===== src/rtl/twb_pkg.sv =====
package twb_pkg;

    localparam int unsigned TWB_DATA_BITS = 8;

    typedef enum logic [1:0] {
        OP_START = 2'd0,
        OP_STOP  = 2'd1,
        OP_WRITE = 2'd2,
        OP_READ  = 2'd3
    } twb_op_e;

    typedef logic [1:0] twb_phase_t;

    // open-drain line enables: 1 pulls the line low
    typedef struct packed {
        logic sc_low;
        logic sd_low;
    } twb_lines_t;

    function automatic logic op_is_byte(twb_op_e op);
        return (op == OP_WRITE) || (op == OP_READ);
    endfunction

    // line enables on entry to quarter-phase ph of the given command
    function automatic twb_lines_t lines_for(twb_op_e op, twb_phase_t ph,
                                             logic pull, twb_lines_t cur);
        twb_lines_t r;
        r = cur;
        case (op)
            OP_START: begin
                case (ph)
                    2'd0:    r.sd_low = 1'b0;
                    2'd1:    begin r.sc_low = 1'b0; r.sd_low = 1'b0; end
                    2'd2:    r.sd_low = 1'b1;
                    default: r.sc_low = 1'b1;
                endcase
            end
            OP_STOP: begin
                case (ph)
                    2'd0:    r.sd_low = 1'b1;
                    2'd1:    r.sc_low = 1'b0;
                    2'd2:    r.sd_low = 1'b0;
                    default: r = cur;
                endcase
            end
            default: begin
                case (ph)
                    2'd0:    begin r.sc_low = 1'b1; r.sd_low = pull; end
                    2'd1:    r.sc_low = 1'b0;
                    2'd2:    r = cur;
                    default: r.sc_low = 1'b1;
                endcase
            end
        endcase
        return r;
    endfunction

endpackage


===== src/rtl/twb_qtick.sv =====
module twb_qtick #(
    parameter int unsigned QTR_CYCLES = 4
) (
    input  logic clk,
    input  logic rst,
    input  logic run,
    input  logic restart,
    output logic tick
);
    localparam int unsigned CW = (QTR_CYCLES > 1) ? $clog2(QTR_CYCLES) : 1;
    localparam logic [CW-1:0] LAST = CW'(QTR_CYCLES - 1);

    logic [CW-1:0] cnt_q;

    always_ff @(posedge clk) begin
        if (rst || restart) begin
            cnt_q <= '0;
        end else if (run) begin
            cnt_q <= (cnt_q == LAST) ? '0 : cnt_q + CW'(1);
        end
    end

    assign tick = run && (cnt_q == LAST);

endmodule


===== src/rtl/twb_shreg.sv =====
module twb_shreg #(
    parameter int unsigned W = 8
) (
    input  logic         clk,
    input  logic         rst,
    input  logic         load,
    input  logic [W-1:0] load_val,
    input  logic         shift,
    input  logic         shift_in,
    output logic [W-1:0] q
);
    logic [W-1:0] nxt;

    for (genvar i = 0; i < W; i++) begin : g_bit
        if (i == 0) begin : g_lsb
            assign nxt[i] = shift_in;
        end else begin : g_up
            assign nxt[i] = q[i-1];
        end
    end

    always_ff @(posedge clk) begin
        if (rst) begin
            q <= '0;
        end else if (load) begin
            q <= load_val;
        end else if (shift) begin
            q <= nxt;
        end
    end

endmodule


===== src/rtl/twb_master.sv =====
module twb_master
    import twb_pkg::*;
#(
    parameter int unsigned QTR_CYCLES = 4
) (
    input  logic                     clk,
    input  logic                     rst,
    input  logic                     cmd_valid,
    input  logic [1:0]               cmd_op,
    input  logic [TWB_DATA_BITS-1:0] cmd_wdata,
    input  logic                     cmd_rd_nack,
    input  logic                     ack_en,
    input  logic                     sd_in,
    output logic                     busy,
    output logic                     done,
    output logic [TWB_DATA_BITS-1:0] rx_data,
    output logic                     nack,
    output logic                     sc_oe,
    output logic                     sd_oe
);
    localparam int unsigned BW = $clog2(TWB_DATA_BITS + 1);
    localparam logic [BW-1:0] ACK_IDX  = BW'(TWB_DATA_BITS);
    localparam logic [BW-1:0] LAST_DAT = BW'(TWB_DATA_BITS - 1);

    logic                     busy_q, done_q, ack_q, rdn_q, nack_q;
    twb_op_e                  op_q;
    twb_phase_t               ph_q;
    logic [BW-1:0]            bit_q;
    twb_lines_t               lines_q;
    logic [TWB_DATA_BITS-1:0] rx_q;

    logic                     ld, adv, tick, slot_end, finish, apply;
    logic                     rdn_n, tx_msb, pull, sample, data_sample, ack_sample;
    logic                     byte_op;
    twb_op_e                  op_n;
    twb_phase_t               ph_n;
    logic [BW-1:0]            bit_n, last_idx;
    twb_lines_t               lines_n;
    logic [TWB_DATA_BITS-1:0] sh_q;

    twb_qtick #(.QTR_CYCLES(QTR_CYCLES)) u_tick (
        .clk     (clk),
        .rst     (rst),
        .run     (busy_q),
        .restart (ld),
        .tick    (tick)
    );

    twb_shreg #(.W(TWB_DATA_BITS)) u_shreg (
        .clk      (clk),
        .rst      (rst),
        .load     (ld),
        .load_val (cmd_wdata),
        .shift    (data_sample),
        .shift_in (sd_in),
        .q        (sh_q)
    );

    always_comb begin
        ld       = cmd_valid && !busy_q;
        adv      = busy_q && tick;
        last_idx = ack_q ? ACK_IDX : LAST_DAT;
        slot_end = (ph_q == 2'd3);
        finish   = adv && slot_end && (!op_is_byte(op_q) || (bit_q == last_idx));
        apply    = ld || (adv && !finish);

        op_n  = ld ? twb_op_e'(cmd_op) : op_q;
        rdn_n = ld ? cmd_rd_nack : rdn_q;
        ph_n  = ph_q;
        bit_n = bit_q;
        if (ld) begin
            ph_n  = 2'd0;
            bit_n = '0;
        end else if (adv && !finish) begin
            if (slot_end) begin
                ph_n  = 2'd0;
                bit_n = bit_q + BW'(1);
            end else begin
                ph_n = ph_q + 2'd1;
            end
        end

        tx_msb = ld ? cmd_wdata[TWB_DATA_BITS-1] : sh_q[TWB_DATA_BITS-1];
        if (bit_n == ACK_IDX) begin
            pull = (op_n == OP_READ) && !rdn_n;
        end else begin
            pull = (op_n == OP_WRITE) && !tx_msb;
        end
        lines_n = lines_for(op_n, ph_n, pull, lines_q);

        sample      = adv && !finish && (ph_n == 2'd1) && op_is_byte(op_q);
        data_sample = sample && (bit_n != ACK_IDX);
        ack_sample  = sample && (bit_n == ACK_IDX) && (op_q == OP_WRITE);
    end

    always_ff @(posedge clk) begin
        if (rst) begin
            busy_q  <= 1'b0;
            done_q  <= 1'b0;
            op_q    <= OP_START;
            ack_q   <= 1'b0;
            rdn_q   <= 1'b0;
            ph_q    <= 2'd0;
            bit_q   <= '0;
            lines_q <= '0;
            rx_q    <= '0;
            nack_q  <= 1'b0;
        end else begin
            done_q <= finish;
            if (ld) begin
                busy_q <= 1'b1;
                op_q   <= op_n;
                ack_q  <= ack_en;
                rdn_q  <= cmd_rd_nack;
                nack_q <= 1'b0;
            end else if (finish) begin
                busy_q <= 1'b0;
            end
            ph_q  <= ph_n;
            bit_q <= bit_n;
            if (apply) begin
                lines_q <= lines_n;
            end
            if (ack_sample) begin
                nack_q <= sd_in;
            end
            if (finish && (op_q == OP_READ)) begin
                rx_q <= sh_q;
            end
        end
    end

    assign byte_op = busy_q && op_is_byte(op_q);
    assign busy    = busy_q;
    assign done    = done_q;
    assign rx_data = rx_q;
    assign nack    = nack_q;
    assign sc_oe   = lines_q.sc_low;
    assign sd_oe   = lines_q.sd_low;

endmodule


===== config.mk =====
export PLATFORM = sky130hd
export DESIGN_NAME = twb_master
export DESIGN_NICKNAME = d
export VERILOG_FILES = /design/src/rtl/twb_pkg.sv /design/src/rtl/twb_qtick.sv /design/src/rtl/twb_shreg.sv /design/src/rtl/twb_master.sv
export SDC_FILE = /design/constraint.sdc
export NUM_CORES = 1
export LEC_CHECK = 0
export ABC_AREA = 1
export ABC_CLOCK_PERIOD_IN_PS = 2350
export CAP_MARGIN = 10
export CORE_MARGIN = 2
export CORE_UTILIZATION = 52
export CTS_BUF_LIST = sky130_fd_sc_hd__clkbuf_8 sky130_fd_sc_hd__clkbuf_16
export DETAILED_ROUTE_END_ITERATION = 8
export PLACE_DENSITY = 0.86
export REMOVE_ABC_BUFFERS = 1
export SETUP_SLACK_MARGIN = 0.15
export SLEW_MARGIN = 20
export SYNTH_ARGS = -nofsm -noshare
export SYNTH_HDL_FRONTEND = slang
export SYNTH_SLANG_ARGS = --single-unit

===== constraint.sdc =====
create_clock -name clk -period 2.35 [get_ports clk]
set_clock_uncertainty 0.1 [all_clocks]
set_input_delay 0.47 -clock clk [delete_from_list [all_inputs] [get_ports clk]]
set_output_delay 0.47 -clock clk [all_outputs]
set_load 0.05 [all_outputs]

* Word-level counts from Yosys, hierarchy flattened *
Index checks and enable logic that the tools add are counted.

storage, ports and cells
  register bits = 33
  latch bits = 0
  bits in writable memories = 0
  memory bits (read-only) = 0
  bits of input ports = 16
  output and inout port bits = 13
  word-level logic and storage cells = 91
  memories = 0

cells by class
  add/subtract/negate cells = 3
  multiply operators = 0
  div/mod/pow operators = 0
  $lt $le $gt $ge = 0
  eq/ne operators = 17
  shifts and indexed selects = 0
  muxes and demuxes = 25
  bitwise gates (word level) = 0
  reduce and logical (&&, ||, !) cells = 33

operator list
  kind                                                  number
  2-to-1 mux 4 bit                                      4
  2-to-1 mux 8 bit                                      2
  equality test 2 bit (second input constant)           7
  logical AND 1 bit                                     14
  2-to-1 mux 2 bit                                      5
  2-to-1 mux 1 bit                                      9
  one-hot mux 1 bit (2 select lines)                    4
  AND reduction 4 bit                                   2
  nonzero test 2 bit                                    3
  logical NOT 1 bit                                     5
  adder 2 x 1 -> 2 bit (second input constant)          2
  adder 4 x 1 -> 4 bit (second input constant)          1
  equality test 2 x 1 -> 1 bit (second input constant)  2
  equality test 4 bit                                   1
  equality test 4 bit (second input constant)           1
  logical NOT 2 bit                                     2
  logical OR 1 bit                                      4
  != test 2 bit (second input constant)                 2
  != test 4 bit (second input constant)                 1
  one-hot mux 2 bit (2 select lines)                    1
  OR reduction 2 bit                                    2
  != test 3 x 1 -> 1 bit (second input constant)        1
  != test 3 x 2 -> 1 bit (second input constant)        1
  != test 3 bit (second input constant)                 1
  nonzero test 3 bit                                    1

* Longest topological paths before layout *
Gate-level depths: netlist of the first run.

  depth after elaboration = 15
  gate-level depth with buffers = 16

* Cells and area by module *
From an unflattened synthesis of the first run, not the netlist that was laid out.

unflattened totals
  cell total of the unflattened synthesis = 258
  area total of the unflattened synthesis = 1,804.2 sq um

modules (own cells, without submodules)
  module      times used  cells each  area an instance (sq um)
  twb_master  1           179         1,287.5
  twb_shreg   1           63          411.6
  twb_qtick   1           16          105.1

* Least setup slack after synthesis of the first run *
OpenSTA, ideal clock, no wires.

  path type = reg-to-reg
  start point = reg busy_q, in the netlist busy
  end point = reg u_shreg.q[7]
  library setup time = 114 ps
  data arrival time = 1,923 ps
  required time = 2,136 ps
  path slack = 213 ps
  stages on the path, launching flop included = 15
  buffers on the path = 1
  cell sequence = dfxtp_1 > nand2_2 > nor2_4 > inv_2 > nor2_4 > nand2_1 > nand2_1 > nand2_1 > inv_2 > nand3_2 > nand2_2 > nand2_4 > buf_6 > nor2_1 > nor2_2

on the way
  word-level cells in the longest chain between the ends = 13
  elaborated cells on any way between the ends = 19
  classes of those cells = eq/ne (2); mux (5); reduce/logical (12)

ends and longest elaborated chain
  item                                 line                                source
  start, declared                      twb_master.sv:25                    logic busy_q, done_q, ack_q, rdn_q, nack_q;
  start signal, assigned               twb_master.sv:98                    busy_q <= 1'b0;
  start signal, assigned               twb_master.sv:111                   busy_q <= 1'b1;
  start signal, assigned               twb_master.sv:117                   busy_q <= 1'b0;
  logical AND 1 bit                    twb_qtick.sv:23                     assign tick = run && (cnt_q == LAST);
  logical AND 1 bit                    twb_master.sv:61                    adv = busy_q && tick;
  logical AND 1 bit (2 in series)      twb_master.sv:64                    finish = adv && slot_end && (!op_is_byte(op_q) || (bit_q == last_idx));
  logical NOT 1 bit                    twb_master.sv:74, twb_master.sv:91
  logical AND 1 bit                    twb_master.sv:74, twb_master.sv:91
  2-to-1 mux 2 bit                     twb_master.sv:74                    end else if (adv && !finish) begin
  2-to-1 mux 2 bit                     twb_master.sv:71                    if (ld) begin
  equality test 2 x 1 -> 1 bit         twb_master.sv:91                    sample = adv && !finish && (ph_n == 2'd1) && op_is_byte(op_q);
  logical AND 1 bit (2 in series)      twb_master.sv:91
  logical AND 1 bit                    twb_master.sv:92                    data_sample = sample && (bit_n != ACK_IDX);
  nonzero test 2 bit (no source line)  n/a
  end signal, assigned                 twb_shreg.sv:26                     q <= load_val;
  end signal, assigned                 twb_shreg.sv:28                     q <= nxt;
  end, declared                        twb_shreg.sv:10                     output logic [W-1:0] q

Parallel ways exist; a longest one is shown, timed or not.
A chain may end at the register's enable or synchronous reset.

* Worst setup path after layout of the first run *
  start point = reg busy_q, in the netlist busy
  end point = out busy

RTL lines
  item           line              source
  end, declared  twb_master.sv:14  output logic busy,

No word-level cell between the ends.

==> impl_metrics.py, run 1 <==
metrics = {
    "floorplanning": {
        "row_count": 21,
        "die-area_sq_um": 3833,
        "die_width_um": 61.92,
        "fp.dieH_um": 61.92,
        "initial_core_util": 0.5310,
        "core_area_sq_um": 3284,
        "io_pins": 29,
    },
    "route": {
        "drt_pass1_iterations": 4,
        "dr.first_iter.drc_count": 80,
        "wire_per_inst_um": 11.05,
        "vias": 1611,
        "viasPerCell": 4.912,
        "ant_nets": 0,
        "drc": 0,
        "wl_um": 3623,
    },
    "layout": {
        "diodes": 0,
        "finalNetCount": 300,
        "fill_cells": 293,
        "area_delta_synth_final_pct": 28.19,
        "layout-drive-gt1-share": 0.1738,
    },
    "pwr": {
        "p_comb_frac": 0.145,
        "pwr_density_cell_nw_per_um2": 603.9,
        "p_switching_w": 0.0003410,
        "pwr-share-seq": 0.445,
        "switching_share": 0.2525,
        "vdd_drop_max_mv": 0.5026,
        "leakagePower_nw": 1.002,
        "power.internal_w": 0.001009,
        "clockPowerShare": 0.410,
    },
    "clock_network": {
        "cts_num_sinks": 33,
        "worst_skew_pair.late_latency_ps": 290,
        "cts_tree": "yes",
        "numCtsBuffers": 5,
        "cts_max_path_buffers": 2,
        "htreeDepth": 2,
        "ctsHoldBuffers": 0,
        "clk_pin_slew_worst_paths_ps": 70,
        "cts.root.buffer_cell": "clkbuf_8",
    },
    "timing": {
        "slew_violations": 0,
        "worstMarginPinSlew_ps": 506.3,
        "fin_crit_ps": 2128,
        "rsz0062_at_grt": "false",
        "tns_ps": 0,
        "hold_viol_final": 0,
        "min_period_over_period": 0.9055,
        "relSlewSlack": 0.6614,
        "fin_hold_ws_ps": 352.8,
        "max_freq_mhz": 469.9,
        "setup_viol": 0,
    },
    "global_routing": {
        "grt_use_total": 0.2201,
        "grt_max_degree": 22,
        "grt_pass1_vias": 1406,
        "grt_pass1_wl_um": 6078,
        "antenna_found_initial": 0,
        "overflow": 0,
    },
    "place": {
        "dpl.hpwl_um": 2647,
        "port_buffers": 28,
        "gp_congestion": 0.8934,
    },
    "run": {
        "maxCapViolCount": 0,
    },
    "logic_synthesis": {
        "ys.flop_type": "dfxtp_1",
        "synth_top_area_cell": "dfxtp_1",
        "yosysUniqueCellTypes": 27,
        "synth.top_cells.by_area": "dfxtp_1, nor2_1, nand2_1",
        "synth_area_sq_um": 1744,
        "synth.avg_cell_area_sq_um": 7.119,
        "synth_most_common_cell": "nor2_1",
        "syn_inst": 245,
        "synth_seq_area_share": 0.3788,
        "synth-edff-count": 0,
        "netlist.area_leader.share": 0.3788,
        "ys_top_cells_by_count": "nor2_1, nand2_1, dfxtp_1, inv_1, o21ai_0",
        "postSynth.asyncResetShare": 0,
        "synth_warnings": 0,
        "ys_ff_latch": 33,
    },
    "setup_path": {
        "r2r-start": "u_tick.cnt_q[0]",
        "path_buf_inv": 1,
        "endpoint_kind": "output pin",
        "cp_cell_sequence": "clkdlybuf4s50_1",
        "worstPathArrival_ps": 1560,
        "cp_max_fo": 5,
        "cp.required_ps": 1780,
        "path_class": "reg -> out",
        "regToRegSetupSlack_ps": 370,
        "critical-path-max-stage-delay_ps": 840,
        "cp-start-kind": "flip-flop",
        "slowest_stage": "clkdlybuf4s50_1",
        "startpoint": "busy",
        "critPathTopFamily": "buffers and inverters",
    },
    "hold_path": {
        "hold_path.class": "reg -> reg",
        "worstHoldStart": "sc_oe",
    },
    "outcome": {
        "outcome": "finished, final reports clean",
    },
}
[state kept, by name (all words and copies together) (netlist names), 2 cells and up]
name,count
ph_q,2
op_q,2
u_shreg.q,8
bit_q,4
u_tick.cnt_q,2
rx_data,8
[per-stage QoR]
stage,setup slack [ps],instance area [sq um],power (W),util,instances
after global placement,148.8,2092,0.0008001,0.6370,319
after detailed placement,107.3,2092,0.0008049,0.6370,319
after global routing,162.9,2236,0.001411,0.6808,328
after floorplan,85.95,1702,0.0007309,-,238
after CTS,212.5,2208,0.001355,0.6724,327
final,222.1,2236,0.001350,0.6808,328
[placed cells by master, fill, tap and decap left out, types with 3 or more instances in the layout]
master	count
clkbuf_8	6
inv_1	23
nand2_2	4
nand2_4	4
nand3_1	11
nand4_1	4
nand3_2	5
o21ai_1	3
dfxtp_1	32
nand2_1	49
nor2_4	3
buf_4	8
nor2_1	49
nor2_2	5
inv_2	6
clkdlybuf4s50_1	28
mux2i_1	6
o21ai_0	14
a21oi_1	9
[worst paths after layout]
| path | endpoint | cells after the start |
|---|---|---|
| worst max-delay path | busy | 1 |
| worst min-delay path | sc_oe | 2 |
| worst min register to register | sc_oe | 2 |
| worst max register to register | u_shreg.q[1] | 15 |
[cells by family after synthesis]
family	synth area share
adder cells (fa/ha/maj)	0.02152
AO/OA/AOI/OAI	0.08393
flip-flops	0.3788
buffers and inverters	0.08464
multiplexers	0.03443
AND/OR/NAND/NOR	0.3967
[power by group through the flow]
stage	registers (W)	clock network, W	logic (W)
floorplan	0.000627	0	0.000104
global placement	0.000612	0	0.000188
detailed placement	0.000613	0	0.000192
CTS	0.000600	0.000561	0.000194
global route	0.000605	0.000588	0.000219
finish	0.000601	0.000553	0.000196
[routing by layer]
metal | wire [um] | up-vias | part of all wire | global-route usage
met2 | 1781 | 33 | 0.49 | 0.3789
met4 | 78 | 0 | 0.022 | 0.1003
met5 | 0 | - | 0 | 0
li1 | - | 843 | - | -
met3 | 157 | 7 | 0.043 | 0.05797
met1 | 1605 | 728 | 0.44 | 0.2555
[repair_timing]
action	in CTS	in global routing
resized for setup	0	5
setup buffers	0	1
setup endpoints to repair	0	7
[final cells by class]
| class | instances | area (sq um) | share of cell area |
|---|---|---|---|
| sequential | 33 | 661.9 | 0.2960 |
| timing repair buffer | 36 | 340.3 | 0.1522 |
| clock buffer | 6 | 82.58 | 0.03693 |
| tap | 46 | 57.56 | 0.02574 |
| clock inverter | 2 | 33.78 | 0.01511 |
| inverter | 28 | 105.1 | 0.04701 |
| multi-input combinational | 177 | 954.7 | 0.4270 |
Power figures use the tool's default switching activity.
==> inputs of run 2 (changes only) <==
Settings changed: ABC_CLOCK_PERIOD_IN_PS 2350 to 2150, CTS_CLUSTER_DIAMETER from default to 30.
Clock period 2.35 ns to 2.15 ns, I/O delays scaled along.
==> impl_metrics.py, run 2 (synthesis gave the netlist of run 1 again) <==
metrics = {
    "place": {
        "dpl.hpwl_um": 2745,
        "place_ws_ps": -37.19,
        "gp_congestion": 0.8837,
        "place_inst": 323,
        "port_buffers": 28,
        "post_dp_cell_area_sq_um": 2122,
    },
    "pwr": {
        "leakagePower_nw": 1.076,
        "pwr_density_cell_nw_per_um2": 629.2,
        "vdd_drop_max_mv": 0.5640,
    },
    "setup_path": {
        "cp-start-kind": "flip-flop",
        "worstPathArrival_ps": 1430,
        "critPathTopFamily": "buffers and inverters",
        "critical-path-max-stage-delay_ps": 810,
        "worstSetupPathDepth": 1,
        "cp_cell_sequence": "clkdlybuf4s50_1",
        "path_class": "reg -> out",
        "cp_max_fo": 2,
        "rr_worst_depth": 15,
        "endpoint_kind": "output pin",
        "cp.required_ps": 1620,
        "path_buf_inv": 1,
        "slowest_stage": "clkdlybuf4s50_1",
    },
    "floorplanning": {
        "core_area_sq_um": 3284,
        "io_pins": 29,
        "die_width_um": 61.92,
        "die-area_sq_um": 3833,
        "row_count": 21,
        "fp.dieH_um": 61.92,
        "initial_core_util": 0.5310,
    },
    "timing": {
        "fin_crit_ps": 1957,
        "fin_hold_ws_ps": 346.3,
        "layout_setup_ws_ps": 192.5,
        "rsz0062_at_grt": "false",
        "worstMarginPinSlew_ps": 506.6,
        "max_freq_mhz": 510.9,
        "slew_violations": 0,
        "hold_viol_final": 0,
        "min_period_over_period": 0.9105,
        "relSlewSlack": 0.6612,
        "setup_viol": 0,
    },
    "layout": {
        "area_delta_synth_final_pct": 35.58,
        "layout-drive-gt1-share": 0.2595,
        "layout.cells.non_filler": 335,
        "post-route-cell-area_sq_um": 2365,
        "layout_common_cells": "nor2_1, nand2_1, clkdlybuf4s50_1, dfxtp_1, inv_1",
        "diodes": 0,
        "layout_commonest_cell": "nor2_1",
        "finalNetCount": 307,
    },
    "hold_path": {
        "whs_path_depth": 2,
        "hold_path.class": "reg -> reg",
    },
    "clock_network": {
        "cts_num_sinks": 33,
        "cts_max_path_buffers": 2,
        "cts.root.buffer_cell": "clkbuf_8",
        "clk_pin_slew_worst_paths_ps": 70,
        "cts_tree": "yes",
        "worst_skew_pair.late_latency_ps": 290,
        "numCtsBuffers": 5,
        "htreeDepth": 2,
    },
    "global_routing": {
        "grt_use_total": 0.2318,
        "grt_max_degree": 22,
        "overflow": 0,
        "antenna_found_initial": 0,
        "grt_pass1_wl_um": 6541,
        "grt_pass1_vias": 1551,
    },
    "route": {
        "wire_per_inst_um": 12.20,
        "drt_pass1_iterations": 4,
        "drc": 0,
        "ant_nets": 0,
        "viasPerCell": 5.006,
        "vias": 1677,
        "wl_um": 4086,
        "dr.first_iter.drc_count": 67,
    },
    "outcome": {
        "outcome": "finished, final reports clean",
    },
    "run": {
        "maxCapViolCount": 0,
    },
}
==> run 2: per-layer routing <==
metal  routed length (um)  vias to the layer above  global-route usage
li1                     -                      860                   -
met1                 1732                      769              0.2609
met2                 2133                       40              0.4075
met3                  163                        8             0.07246
met4                   57                        0             0.09119
met5                    0                        -                   0
==> run 2: per-stage QoR <==
| step | total power [W] | util | setup TNS (ps) |
|---|---|---|---|
| after floorplan | 0.0007989 | - | -141.5 |
| after global placement | 0.0008804 | 0.6461 | 0 |
| after detailed placement | 0.0008857 | 0.6461 | -37.19 |
| after CTS | 0.001482 | 0.6926 | 0 |
| after global routing | 0.001552 | 0.7200 | 0 |
| final | 0.001488 | 0.7200 | 0 |
==> run 2: final cells by class <==
type | instances | area [sq um]
clock buffer | 6 | 82.58
clock inverter | 2 | 33.78
fill | 251 | 919.6
inverter | 28 | 105.1
multi-input combinational | 178 | 1021
sequential | 33 | 674.4
tap | 46 | 57.56
timing repair buffer | 42 | 390.4
==> run 2: timing repair <==
item                                    in CTS  in global routing
gates cloned                                 1                  0
pin swaps                                    2                 11
resized for setup                            7                 26
endpoints found under the setup margin       8                 11
setup buffers                                1                  2
hold buffers                                 0                  0
==> run 2: path summary, 6_finish.rpt <==
path                            slack (ps)           end       startpoint
worst max-delay path                   190    rx_data[7]       rx_data[7]
worst min-delay path                   350         sc_oe            sc_oe
worst max register to register         270  u_shreg.q[7]  u_tick.cnt_q[1]
worst min register to register         350         sc_oe            sc_oe
==> run 2: power breakdown <==
| group | switching (W) | total [W] | internal [W] |
|---|---|---|---|
| sequential | 0.0000206 | 0.000658 | 0.000637 |
| combinational | 0.000131 | 0.000231 | 0.0000995 |
| clock | 0.000227 | 0.000600 | 0.000373 |
